==> src/rtl/pwm_steer_pkg.sv <==
package pwm_steer_pkg;

  // Polarity bit for a pin: even pins (A, C) follow the upper bit,
  // odd pins (B, D) follow the lower bit.
  function automatic logic pol_for_pin(input int unsigned idx, input logic [1:0] pol);
    return idx[0] ? pol[0] : pol[1];
  endfunction

  // Level on one pin given its selector, waveform, inversion and force.
  function automatic logic drive_pin(input logic steer, input logic pwm,
                                     input logic inv, input logic force_off,
                                     input logic port);
    return steer ? ((pwm & ~force_off) ^ inv) : port;
  endfunction

endpackage

==> src/rtl/steer_cfg_regs.sv <==
module steer_cfg_regs #(
  parameter int NUM_PINS = 4
) (
  input  logic                  clk,
  input  logic                  rst_n,
  input  logic                  cfg_we,
  input  logic [NUM_PINS+2:0]   cfg_wdata,
  input  logic                  period_start,
  output logic [NUM_PINS-1:0]   steer_eff,
  output logic [NUM_PINS-1:0]   steer_act,
  output logic [NUM_PINS-1:0]   steer_pend,
  output logic                  pend_valid,
  output logic [1:0]            pol_q
);
  localparam int POL_LO   = NUM_PINS;
  localparam int SYNC_BIT = NUM_PINS + 2;

  logic wr_sync;
  logic imm_write;
  logic pend_write;
  logic apply_pend;

  assign wr_sync    = cfg_wdata[SYNC_BIT];
  assign imm_write  = cfg_we & ~wr_sync;
  assign pend_write = cfg_we & wr_sync;
  assign apply_pend = period_start & pend_valid;

  // Pending value reaches the pins inside the strobe cycle itself.
  assign steer_eff = apply_pend ? steer_pend : steer_act;

  always_ff @(posedge clk) begin
    if (!rst_n) begin
      steer_act  <= '0;
      steer_pend <= '0;
      pend_valid <= 1'b0;
      pol_q      <= 2'b00;
    end else begin
      if (imm_write) begin
        steer_act <= cfg_wdata[NUM_PINS-1:0];
      end else if (apply_pend) begin
        steer_act <= steer_pend;
      end

      if (pend_write) begin
        steer_pend <= cfg_wdata[NUM_PINS-1:0];
        pend_valid <= 1'b1;
      end else if (imm_write || apply_pend) begin
        pend_valid <= 1'b0;
      end

      if (cfg_we) begin
        pol_q <= cfg_wdata[POL_LO+1:POL_LO];
      end
    end
  end

endmodule

==> src/rtl/steer_shutdown_ctl.sv <==
module steer_shutdown_ctl (
  input  logic clk,
  input  logic rst_n,
  input  logic shutdown,
  input  logic period_start,
  output logic force_off
);
  logic sd_held;

  always_ff @(posedge clk) begin
    if (!rst_n) begin
      sd_held <= 1'b0;
    end else if (shutdown) begin
      sd_held <= 1'b1;
    end else if (period_start) begin
      sd_held <= 1'b0;
    end
  end

  // Release lands on the strobe cycle so the new period is whole.
  assign force_off = shutdown | (sd_held & ~period_start);

endmodule

==> src/rtl/steer_pin_mux.sv <==
module steer_pin_mux #(
  parameter int NUM_PINS = 4
) (
  input  logic [NUM_PINS-1:0] steer_mask,
  input  logic                pwm_in,
  input  logic [1:0]          pol_q,
  input  logic                force_off,
  input  logic [NUM_PINS-1:0] port_data,
  output logic [NUM_PINS-1:0] pin_out
);
  import pwm_steer_pkg::*;

  for (genvar i = 0; i < NUM_PINS; i++) begin : g_pin
    logic inv;
    assign inv        = pol_for_pin(i, pol_q);
    assign pin_out[i] = drive_pin(steer_mask[i], pwm_in, inv, force_off, port_data[i]);
  end

endmodule

==> src/rtl/pwm_steer.sv <==
module pwm_steer #(
  parameter int NUM_PINS = 4
) (
  input  logic                clk,
  input  logic                rst_n,
  input  logic                single_mode,
  input  logic                pwm_in,
  input  logic                period_start,
  input  logic                cfg_we,
  input  logic [NUM_PINS+2:0] cfg_wdata,
  input  logic [NUM_PINS-1:0] port_data,
  input  logic                shutdown,
  output logic [NUM_PINS-1:0] pin_out
);
  logic [NUM_PINS-1:0] steer_eff;
  logic [NUM_PINS-1:0] steer_act;
  logic [NUM_PINS-1:0] steer_pend;
  logic [NUM_PINS-1:0] steer_mask;
  logic                pend_valid;
  logic [1:0]          pol_q;
  logic                force_off;

  steer_cfg_regs #(.NUM_PINS(NUM_PINS)) u_cfg (
    .clk          (clk),
    .rst_n        (rst_n),
    .cfg_we       (cfg_we),
    .cfg_wdata    (cfg_wdata),
    .period_start (period_start),
    .steer_eff    (steer_eff),
    .steer_act    (steer_act),
    .steer_pend   (steer_pend),
    .pend_valid   (pend_valid),
    .pol_q        (pol_q)
  );

  steer_shutdown_ctl u_sd (
    .clk          (clk),
    .rst_n        (rst_n),
    .shutdown     (shutdown),
    .period_start (period_start),
    .force_off    (force_off)
  );

  assign steer_mask = single_mode ? steer_eff : '0;

  steer_pin_mux #(.NUM_PINS(NUM_PINS)) u_mux (
    .steer_mask (steer_mask),
    .pwm_in     (pwm_in),
    .pol_q      (pol_q),
    .force_off  (force_off),
    .port_data  (port_data),
    .pin_out    (pin_out)
  );

endmodule

==> config.mk <==
export PLATFORM = sky130hd
export DESIGN_NAME = pwm_steer
export DESIGN_NICKNAME = d
export VERILOG_FILES = /design/src/rtl/pwm_steer_pkg.sv /design/src/rtl/steer_cfg_regs.sv /design/src/rtl/steer_shutdown_ctl.sv /design/src/rtl/steer_pin_mux.sv /design/src/rtl/pwm_steer.sv
export SDC_FILE = /design/constraint.sdc
export NUM_CORES = 1
export LEC_CHECK = 0
export ABC_AREA = 1
export BUFFER_PORTS_ARGS = -buffer_cell sky130_fd_sc_hd__buf_4
export CORE_MARGIN = 8
export CORE_UTILIZATION = 47
export DETAILED_ROUTE_END_ITERATION = 16
export PLACE_DENSITY = 0.78
export SETUP_SLACK_MARGIN = 0.15
export SKIP_LAST_GASP = 1
export SLEW_MARGIN = 20
export SYNTH_ARGS = -nofsm -noshare
export SYNTH_HDL_FRONTEND = slang
export SYNTH_HIERARCHICAL = 1
export SYNTH_SLANG_ARGS = --single-unit
==> constraint.sdc <==
create_clock -name clk -period 1.2 [get_ports clk]
set_input_delay 0.24 -clock clk [delete_from_list [all_inputs] [get_ports clk]]
set_output_delay 0.24 -clock clk [all_outputs]
set_load 0.005 [all_outputs]
==> run_results.csv, run 1 <==
group,metric,value,unit
status,status,"finished with violations",
status,violations,"setup timing",
setup_path,worstSetupEndpointType,"primary output",
global_route,grt_pass1_vias,658,
pwr,power_switching_share,28.1,%
cts,cts_max_path_buffers,2,
pwr,seqPwrFrac,48.9,%
synth,syn_area,639,µm²
cells_and_area,nets,148,
pwr,finalPower,0.000899,W
place,gp_congestion,0.788,
synth,netlist.area_leader.share,37.6,%
min_path,hold_end,"u_cfg/pol_q[1]$_SDFFE_PN0P_",
route,vias,706,
place,hpwl,1230,µm
floorplan,std_cell_rows,13,
setup_path,start_kind,"register",
timing,finalHoldViolCount,0,
synth,yosysTopAreaCell,"dfxtp_1",
floorplan,dieArea,0.00280,mm²
timing,final.period_utilization,123,%
synth,synth.avg_cell_area,6.27,µm²
pwr,p_int,0.000647,W
synth,synth_area_leaders,"dfxtp_1, nor2_1, nand2_1",
cells_and_area,postLayoutCellArea,913,µm²
cts,clock-sinks,12,
cells_and_area,diodes,0,
cells_and_area,layout_common_cells,"buf_4, nor2_1, nand2_2",
setup_path,cp.arrival,1240,ps
timing,final_max_slew_viol_count,0,
cts,cts_tree,"yes",
cells_and_area,mostFrequentLayoutCell,"buf_4",
setup_path,cp.required,960,ps
timing,fin_skew,2.81,ps
setup_path,reg2reg_from,"u_cfg/pend_valid$_SDFFE_PN0P_",
timing,fin_crit,1480,ps
route,via_per_inst,4.94,
timing,worstMarginPinSlew,164,ps
pwr,pwr-share-clk,27.1,%
setup_path,r2r-end,"u_cfg/steer_act[2]$_SDFF_PN0_",
floorplan,initial_utilization,49.8,%
route,wirelength,1730,µm
timing,final.setup.tns,-1090,ps
cells_and_area,drive_gt1_share,46.1,%
min_path,min-delay-start,"cfg_wdata[5]",
timing,max_slew_margin,89.0,%
cts,cts_buffers,3,
min_path,min_path_type,"in2reg",
floorplan,die_w,52.9,µm
route,drt-pass1-iter-count,4,
pwr,power_density,984,mW/mm²
route,drt_iter0_drc,19,
place,io_buffers,21,
route,drc_errors,0,
synth,syn_inst,102,
synth,yosys_warnings,6,
floorplan,ios,22,
timing,final-setup-viol-count,4,
setup_path,reg2reg_depth,6,
cells_and_area,fill_cells,113,
global_route,grtUsageTotal,12.3,%
cts,ctsHoldBuffers,0,
global_route,grt_max_degree,13,
global_route,grt_remaining_overflow,0,
place,placed_area,820,µm²
timing,layout_setup_ws,-278,ps
setup_path,reg2reg_slack,250,ps
cts,cts-root-buf,"clkbuf_4",
floorplan,dieHeight,52.9,µm
synth,yosys.cell_types.count,13,
route,wl_per_cell,12.1,µm
flow_run,drv_cap,0,
min_path,hold_depth,3,
pwr,power_frac_comb,24.1,%
pwr,ir_worst_vdd,0.723,mV
setup_path,crit_type,"reg2out",
timing,clock.fmax,0.677,GHz
timing,rsz0062_at_grt,"true",
setup_path,cp-startpoint,"u_cfg/pend_valid$_SDFFE_PN0P_",
floorplan,coreArea,0.00128,mm²
global_route,antenna_found_initial,0,
route,drtAntennaViolNets,0,
cts,clk_latency,270,ps
setup_path,critical_path_peak_fanout,6,
cts,clkTransAtPathRegs,70,ps
synth,ys_seq_area_share,37.6,%
synth,ys_seq_elements,12,
pwr,switching_power,0.000252,W
global_route,grt_pass1_wl,2620,µm
cts,h-tree-depth,1,
cells_and_area,syn_to_final_growth,42.9,%
synth,synthesis.nets,120,
pwr,p_leak,0.474,nW
-- sequential cells by signal, indices dropped and copies added (netlist names) --
register and cells:
u_cfg/pend_valid 1, u_sd/sd_held 1, u_cfg/steer_act 4, u_cfg/pol_q 2, u_cfg/steer_pend 4
-- logic make-up (layout without fill, tap and decap cells) --
logic type      count (synthesis)  count (layout)  share of synthesized area, %
buf+inv                        19              45                          11.4
compound gates                 12              12                          10.4
flops                          12              12                          37.6
simple gates                   59              59                          40.7
-- area by class of cell --
class,count,area (µm²),share of cell area (%)
Clock buffer,3,22.5,2.47
Inverter,18,67.6,7.40
Multi-Input combinational cell,71,369,40.4
Tap cell,15,18.8,2.05
Timing Repair Buffer,24,191,21.0
Sequential cell,12,244,26.7
-- worst max path at each step --
stage / end / depth (start not counted)
after floorplan: pin_out[3] / 8
after global placement: pin_out[0] / 9
after detailed placement: pin_out[0] / 9
after CTS: pin_out[2] / 8
after global routing: pin_out[1] / 9
final: pin_out[2] / 9
-- power by group through the flow --
stage	Combinational (W)	Clock, W	Sequential [W]
CTS	0.000184	0.000252	0.000438
finish	0.000216	0.000243	0.000440
floorplan	0.0000961	0	0.000444
global placement	0.000177	0	0.000448
detailed placement	0.000182	0	0.000448
global route	0.000238	0.000273	0.000443
-- Yosys cell counts (all sizes together) --
master	n
nand3b	1
nand2	28
o21ai	10
buf	1
a21oi	1
inv	18
nand3	10
dfxtp	12
a21boi	1
nor2	20
-- what timing repair did --
item,in CTS,in global routing
pin swaps,0,13
resized for setup,3,21
setup endpoints to repair,4,4
buffers inserted,0,2
-- metal layers --
metal / vias up / global-route usage [%] / wire (µm)
met5: - / 0 / 0
met4: 0 / 6.03 / 21
met1: 318 / 12.4 / 735
met2: 20 / 21.1 / 898
met3: 4 / 5.32 / 71
li1: 364 / - / -
-- worst max-delay path: stages (launching register included) --
cell	delay (ps)
dfxtp_4	370
nand2_4	90
nand2_1	60
nand2_2	70
nand2_2	60
inv_2	50
inv_1	30
nand2_1	40
nand2_1	50
buf_4	130
-- through the flow --
step	instances	setup slack, ps	hold WS (ps)	utilization (%)
3_5_place_dp	138	-34.7	469	63.8
6_report	143	-278	189	71.1
3_3_place_gp	138	-25.7	467	63.8
4_1_cts	141	-264	182	66.3
2_1_floorplan	102	201	362	-
5_1_grt	143	-366	187	71.1
(Power assumes the default switching activity.)
==> inputs of run 2 (changes only) <==
--- a/config.mk
+++ b/config.mk
@@ -12,6 +12,7 @@
 export DETAILED_ROUTE_END_ITERATION = 16
 export PLACE_DENSITY = 0.78
 export SETUP_SLACK_MARGIN = 0.15
+export SKIP_CTS_REPAIR_TIMING = 1
 export SKIP_LAST_GASP = 1
 export SLEW_MARGIN = 20
 export SYNTH_ARGS = -nofsm -noshare
==> run 2 against run 1 <==
Effect of this change:
- the flow still finishes with violations (setup timing)
- non-clock buffer count is the same
- utilization stayed put
- critical path depth unchanged
- combinational power about the same
- highest routed layer unchanged
- flip-flop and latch count is the same
- largest cell class unchanged
- power about the same
- clock skew barely moved
- register-to-register slack about the same
- largest power group unchanged
- die area unchanged
- sequential share of layout area unchanged
- design area stayed put
- fmax shrank 0.58%
==> run_results.csv, run 2 (synthesized netlist as in run 1, its figures left out) <==
group,metric,value,unit
cts,cts_max_path_buffers,2,
status,status,"finished with violations",
cells_and_area,mostFrequentLayoutCell,"buf_4",
global_route,grt_pass1_wl,2600,µm
setup_path,crit_type,"reg2out",
global_route,grt_max_degree,13,
floorplan,dieArea,0.00280,mm²
setup_path,start_kind,"register",
floorplan,ios,22,
cells_and_area,seqCellArea,244,µm²
floorplan,coreArea,0.00128,mm²
timing,max_slew_margin,88.9,%
setup_path,crit_chain,"nand2_4, nand2_2, nand2_2, nand2_2, inv_2, inv_2, nand2_2, nand2_2, buf_6",
global_route,grtUsageTotal,12.3,%
cts,clkTransAtPathRegs,70,ps
timing,layout_setup_ws,-286,ps
setup_path,worst_path_max_delay_cell,"dfxtp_4",
cells_and_area,syn_to_final_growth,42.9,%
place,placedCellCount,138,
route,wirelength,1730,µm
timing,fin_skew,2.45,ps
pwr,p_leak,0.474,nW
route,wl_per_cell,12.1,µm
floorplan,dieHeight,52.9,µm
cells_and_area,multi_input_area,369,µm²
cells_and_area,post_layout_nonfiller_instances,143,
cts,cts_tree,"yes",
timing,fin_crit,1490,ps
cells_and_area,diodes,0,
cells_and_area,reg.largest.list,"u_cfg/steer_act x4, u_cfg/steer_pend x4, u_cfg/pol_q x2",
pwr,ir_worst_vdd,0.724,mV
place,hpwl,1230,µm
floorplan,std_cell_rows,13,
global_route,grt_pass1_vias,660,
cells_and_area,layout_common_cells,"buf_4, nor2_1, nand2_2",
setup_path,reg2reg_depth,6,
timing,final.period_utilization,124,%
setup_path,critical_path_peak_fanout,6,
route,drtAntennaViolNets,0,
flow_run,drv_cap,0,
setup_path,cp.arrival,1250,ps
floorplan,die_w,52.9,µm
cts,h-tree-depth,1,
floorplan,initial_utilization,49.8,%
status,violations,"setup timing",
timing,worstMarginPinSlew,164,ps
setup_path,crit_top_cell,"nand2_2",
min_path,min_path_type,"in2reg",
cells_and_area,drive_gt1_share,46.1,%
setup_path,slowest_delay,370,ps
setup_path,cp.required,960,ps
cts,cts-root-buf,"clkbuf_4",
timing,finalHoldViolCount,0,
global_route,grt_remaining_overflow,0,
place,gp_congestion,0.788,
min_path,hold_depth,3,
cts,clk_latency,270,ps
route,via_per_inst,4.87,
cells_and_area,fill_cells,115,
pwr,power_density,985,mW/mm²
cells_and_area,nets,148,
global_route,antenna_found_initial,0,
cts,cts_buffers,3,
timing,final_max_slew_viol_count,0,
cts,clock-sinks,12,
route,vias,696,
route,drt-pass1-iter-count,4,
route,drt_iter0_drc,14,
timing,final-setup-viol-count,4,
timing,clock.fmax,0.673,GHz
place,io_buffers,21,
timing,rsz0062_at_grt,"true",
pwr,finalPower,0.000900,W
setup_path,worstSetupEndpointType,"primary output",
route,drc_errors,0,
[run 2: routing by layer]
layer	share of wire (%)	up-vias	global-route usage (%)
met5	0	-	0
met4	2.2	0	6.03
met3	3.9	6	5.32
met2	51	18	21.1
met1	43	309	12.3
li1	-	363	-
[run 2: power breakdown]
| part | leakage (nW) | switching, W | internal, W | total (W) |
|---|---|---|---|---|
| Clock | 0.0138 | 0.000127 | 0.000116 | 0.000244 |
| Combinational | 0.361 | 0.000109 | 0.000107 | 0.000216 |
| Sequential | 0.100 | 0.0000162 | 0.000424 | 0.000440 |
[run 2: path summary, 6_finish.rpt]
kind | start | to | slack [ps]
setup / recovery | u_cfg/pend_valid$_SDFFE_PN0P_ | pin_out[1] | -290
hold / removal | cfg_wdata[5] | u_cfg/pol_q[1]$_SDFFE_PN0P_ | 190
setup reg to reg | u_cfg/pend_valid$_SDFFE_PN0P_ | u_cfg/steer_act[2]$_SDFF_PN0_ | 240
hold reg to reg | u_cfg/steer_pend[1]$_SDFFE_PN0P_ | u_cfg/steer_pend[1]$_SDFFE_PN0P_ | 500
[run 2: stage by stage]
step | instance area, µm² | setup TNS (ps) | hold WS (ps) | setup WS (ps) | utilization, %
finish | 913 | -1090 | 189 | -286 | 71.1
global route | 913 | -1390 | 187 | -366 | 71.1
CTS | 842 | -1090 | 182 | -276 | 65.5
detailed placement | 820 | -115 | 469 | -34.7 | 63.8
global placement | 820 | -51.1 | 467 | -25.7 | 63.8
floorplan | 641 | 0 | 362 | 201 | -
[run 2: area by class of cell]
type / count / share of cell area (%)
Multi-Input combinational cell: 71 / 40.4
Sequential cell: 12 / 26.7
Timing Repair Buffer: 24 / 21.0
Inverter: 18 / 7.40
Clock buffer: 3 / 2.47
Tap cell: 15 / 2.05
[run 2: critical path, delay by kind of cell, from the launching register on]
kind	cells	cell delay, ps
simple gates	6	400
buf+inv	3	210
flops	1	370
==> inputs of run 3 (changes only) <==
--- a/config.mk
+++ b/config.mk
@@ -7,10 +7,11 @@
 export LEC_CHECK = 0
 export ABC_AREA = 1
 export BUFFER_PORTS_ARGS = -buffer_cell sky130_fd_sc_hd__buf_4
+export CORE_ASPECT_RATIO = 1.25
 export CORE_MARGIN = 8
-export CORE_UTILIZATION = 47
+export CORE_UTILIZATION = 35
 export DETAILED_ROUTE_END_ITERATION = 16
-export PLACE_DENSITY = 0.78
+export PLACE_DENSITY = 0.61
 export SETUP_SLACK_MARGIN = 0.15
 export SKIP_CTS_REPAIR_TIMING = 1
 export SKIP_LAST_GASP = 1
==> run 3 against run 2 <==
Effect of this change:
- the flow still finishes with violations (setup timing)
- sequential power about the same
- via count down 6.3%
- design area up 4.5%
- global-route usage down 3.4 points
- worst setup slack better by 38 ps
- sequential share of layout area down 1.2 points
- utilization down 16 points
==> run_results.csv, run 3 (synthesized netlist as in run 1, its figures left out) <==
group,metric,value,unit
status,status,"finished with violations",
status,violations,"setup timing",
place,io_buffers,21,
pwr,seqPwrFrac,45.3,%
setup_path,r2r-end,"u_cfg/steer_act[0]$_SDFF_PN0_",
route,via_per_inst,4.32,
cells_and_area,mostFrequentLayoutCell,"buf_4",
place,gp_congestion,0.749,
floorplan,coreArea,0.00174,mm²
global_route,grt_remaining_overflow,0,
route,wl_per_cell,10.2,µm
route,drc_errors,0,
pwr,finalPower,0.000972,W
place,hpwl,1240,µm
route,drtAntennaViolNets,0,
cts,cts_max_path_buffers,2,
floorplan,ios,22,
timing,worstMarginPinSlew,160,ps
route,vias,652,
pwr,power_switching_share,25.6,%
global_route,grt_max_degree,13,
setup_path,start_kind,"register",
timing,whs,195,ps
route,wirelength,1530,µm
flow_run,drv_cap,0,
cells_and_area,drive_gt1_share,46.2,%
floorplan,dieArea,0.00346,mm²
timing,rsz0062_at_grt,"true",
setup_path,reg2reg_depth,7,
cts,cts_tree,"yes",
setup_path,worstSetupEndpointType,"primary output",
global_route,grt_pass1_wl,2440,µm
setup_path,crit_type,"reg2out",
timing,layout_setup_ws,-248,ps
pwr,power_density,1020,mW/mm²
timing,fin_crit,1450,ps
min_path,hold_depth,3,
cells_and_area,nets,151,
cts,clk_latency,270,ps
pwr,power_frac_comb,22.6,%
min_path,hold_end,"u_cfg/pol_q[1]$_SDFFE_PN0P_",
cells_and_area,reg.largest.list,"u_cfg/steer_act x4, u_cfg/steer_pend x4, u_cfg/pol_q x2",
timing,fin_skew,3.11,ps
cts,h-tree-depth,1,
place,placedCellCount,146,
timing,clock.fmax,0.691,GHz
cells_and_area,diodes,0,
floorplan,die_w,54.2,µm
timing,max_slew_margin,89.2,%
global_route,antenna_found_initial,0,
cts,cts-root-buf,"clkbuf_4",
cells_and_area,fill_cells,195,
cells_and_area,layout_common_cells,"buf_4, nor2_1, nand2_2",
timing,final_max_slew_viol_count,0,
floorplan,std_cell_rows,17,
timing,final-setup-viol-count,4,
setup_path,critical_path_peak_fanout,6,
setup_path,cp.arrival,1210,ps
pwr,ir_worst_vdd,0.818,mV
pwr,switching_power,0.000249,W
route,drt-pass1-iter-count,4,
timing,final.period_utilization,121,%
min_path,min-delay-start,"cfg_wdata[5]",
cts,clkTransAtPathRegs,70,ps
global_route,grt_pass1_vias,644,
pwr,pwr-share-clk,32.1,%
route,drt_iter0_drc,14,
cells_and_area,fin_util,54.7,%
setup_path,cp.required,960,ps
timing,finalHoldViolCount,0,
cells_and_area,post_layout_nonfiller_instances,151,
cts,clock-sinks,12,
setup_path,reg2reg_from,"u_cfg/pend_valid$_SDFFE_PN0P_",
place,place_ws,-64.1,ps
pwr,p_int,0.000723,W
cells_and_area,syn_to_final_growth,49.3,%
pwr,p_leak,0.498,nW
floorplan,initial_utilization,36.7,%
cts,cts_buffers,3,
global_route,grtUsageTotal,8.84,%
min_path,min_path_type,"in2reg",
floorplan,dieHeight,63.8,µm
setup_path,reg2reg_slack,180,ps
run 3: cell count changes in the layout (fill, tap and decap cells not counted):
cell and delta:
nand2_1 +3, nor2_4 +1, nand2_2 -3, buf_4 +3, clkbuf_8 +1, nor2_1 -1
run 3: final cells by class:
type | instances | area, µm² | share of cell area, %
multi-input combinational | 71 | 369 | 38.7
sequential | 12 | 244 | 25.6
tap | 19 | 23.8 | 2.49
timing repair buffer | 27 | 214 | 22.4
inverter | 18 | 67.6 | 7.08
clock buffer | 4 | 36.3 | 3.80
run 3: per-stage QoR:
step                area (µm²)  TNS, ps
floorplan                  641        0
global placement           855     -151
detailed placement         855     -181
CTS                        891    -1080
global route               955    -1380
finish                     955     -978
run 3: critical path, stage by stage, from the launching register on:
cell	delay, ps
dfxtp_4	370
nand2_4	90
nand2_2	60
nand2_2	70
nand2_2	50
inv_2	60
inv_2	30
nand2_2	50
nand2_1	40
buf_4	120
run 3: worst max-delay path by stage:
stage / start / to / slack [ps] / cells past startpoint
floorplan: u_cfg/pend_valid$_SDFFE_PN0P_ / pin_out[3] / 200 / 8
global placement: period_start / pin_out[2] / -60 / 9
detailed placement: period_start / pin_out[2] / -60 / 9
CTS: u_cfg/pend_valid$_SDFFE_PN0P_ / pin_out[2] / -280 / 8
global route: u_cfg/pend_valid$_SDFFE_PN0P_ / pin_out[2] / -350 / 9
finish: u_cfg/pend_valid$_SDFFE_PN0P_ / pin_out[3] / -250 / 9
run 3: layer usage:
layer	GRT usage, %	vias to the layer above	routed length, µm
met5	0	-	0
met4	7.41	0	43
met3	0.926	4	103
met2	13.9	18	757
met1	9.99	259	630
li1	-	371	-
run 3: power by group through the flow:
stage	registers, W	clock network, W	logic [W]
finish	0.000440	0.000312	0.000220
global route	0.000442	0.000340	0.000247
CTS	0.000439	0.000325	0.000196
detailed placement	0.000448	0	0.000195
global placement	0.000449	0	0.000194
floorplan	0.000444	0	0.0000961
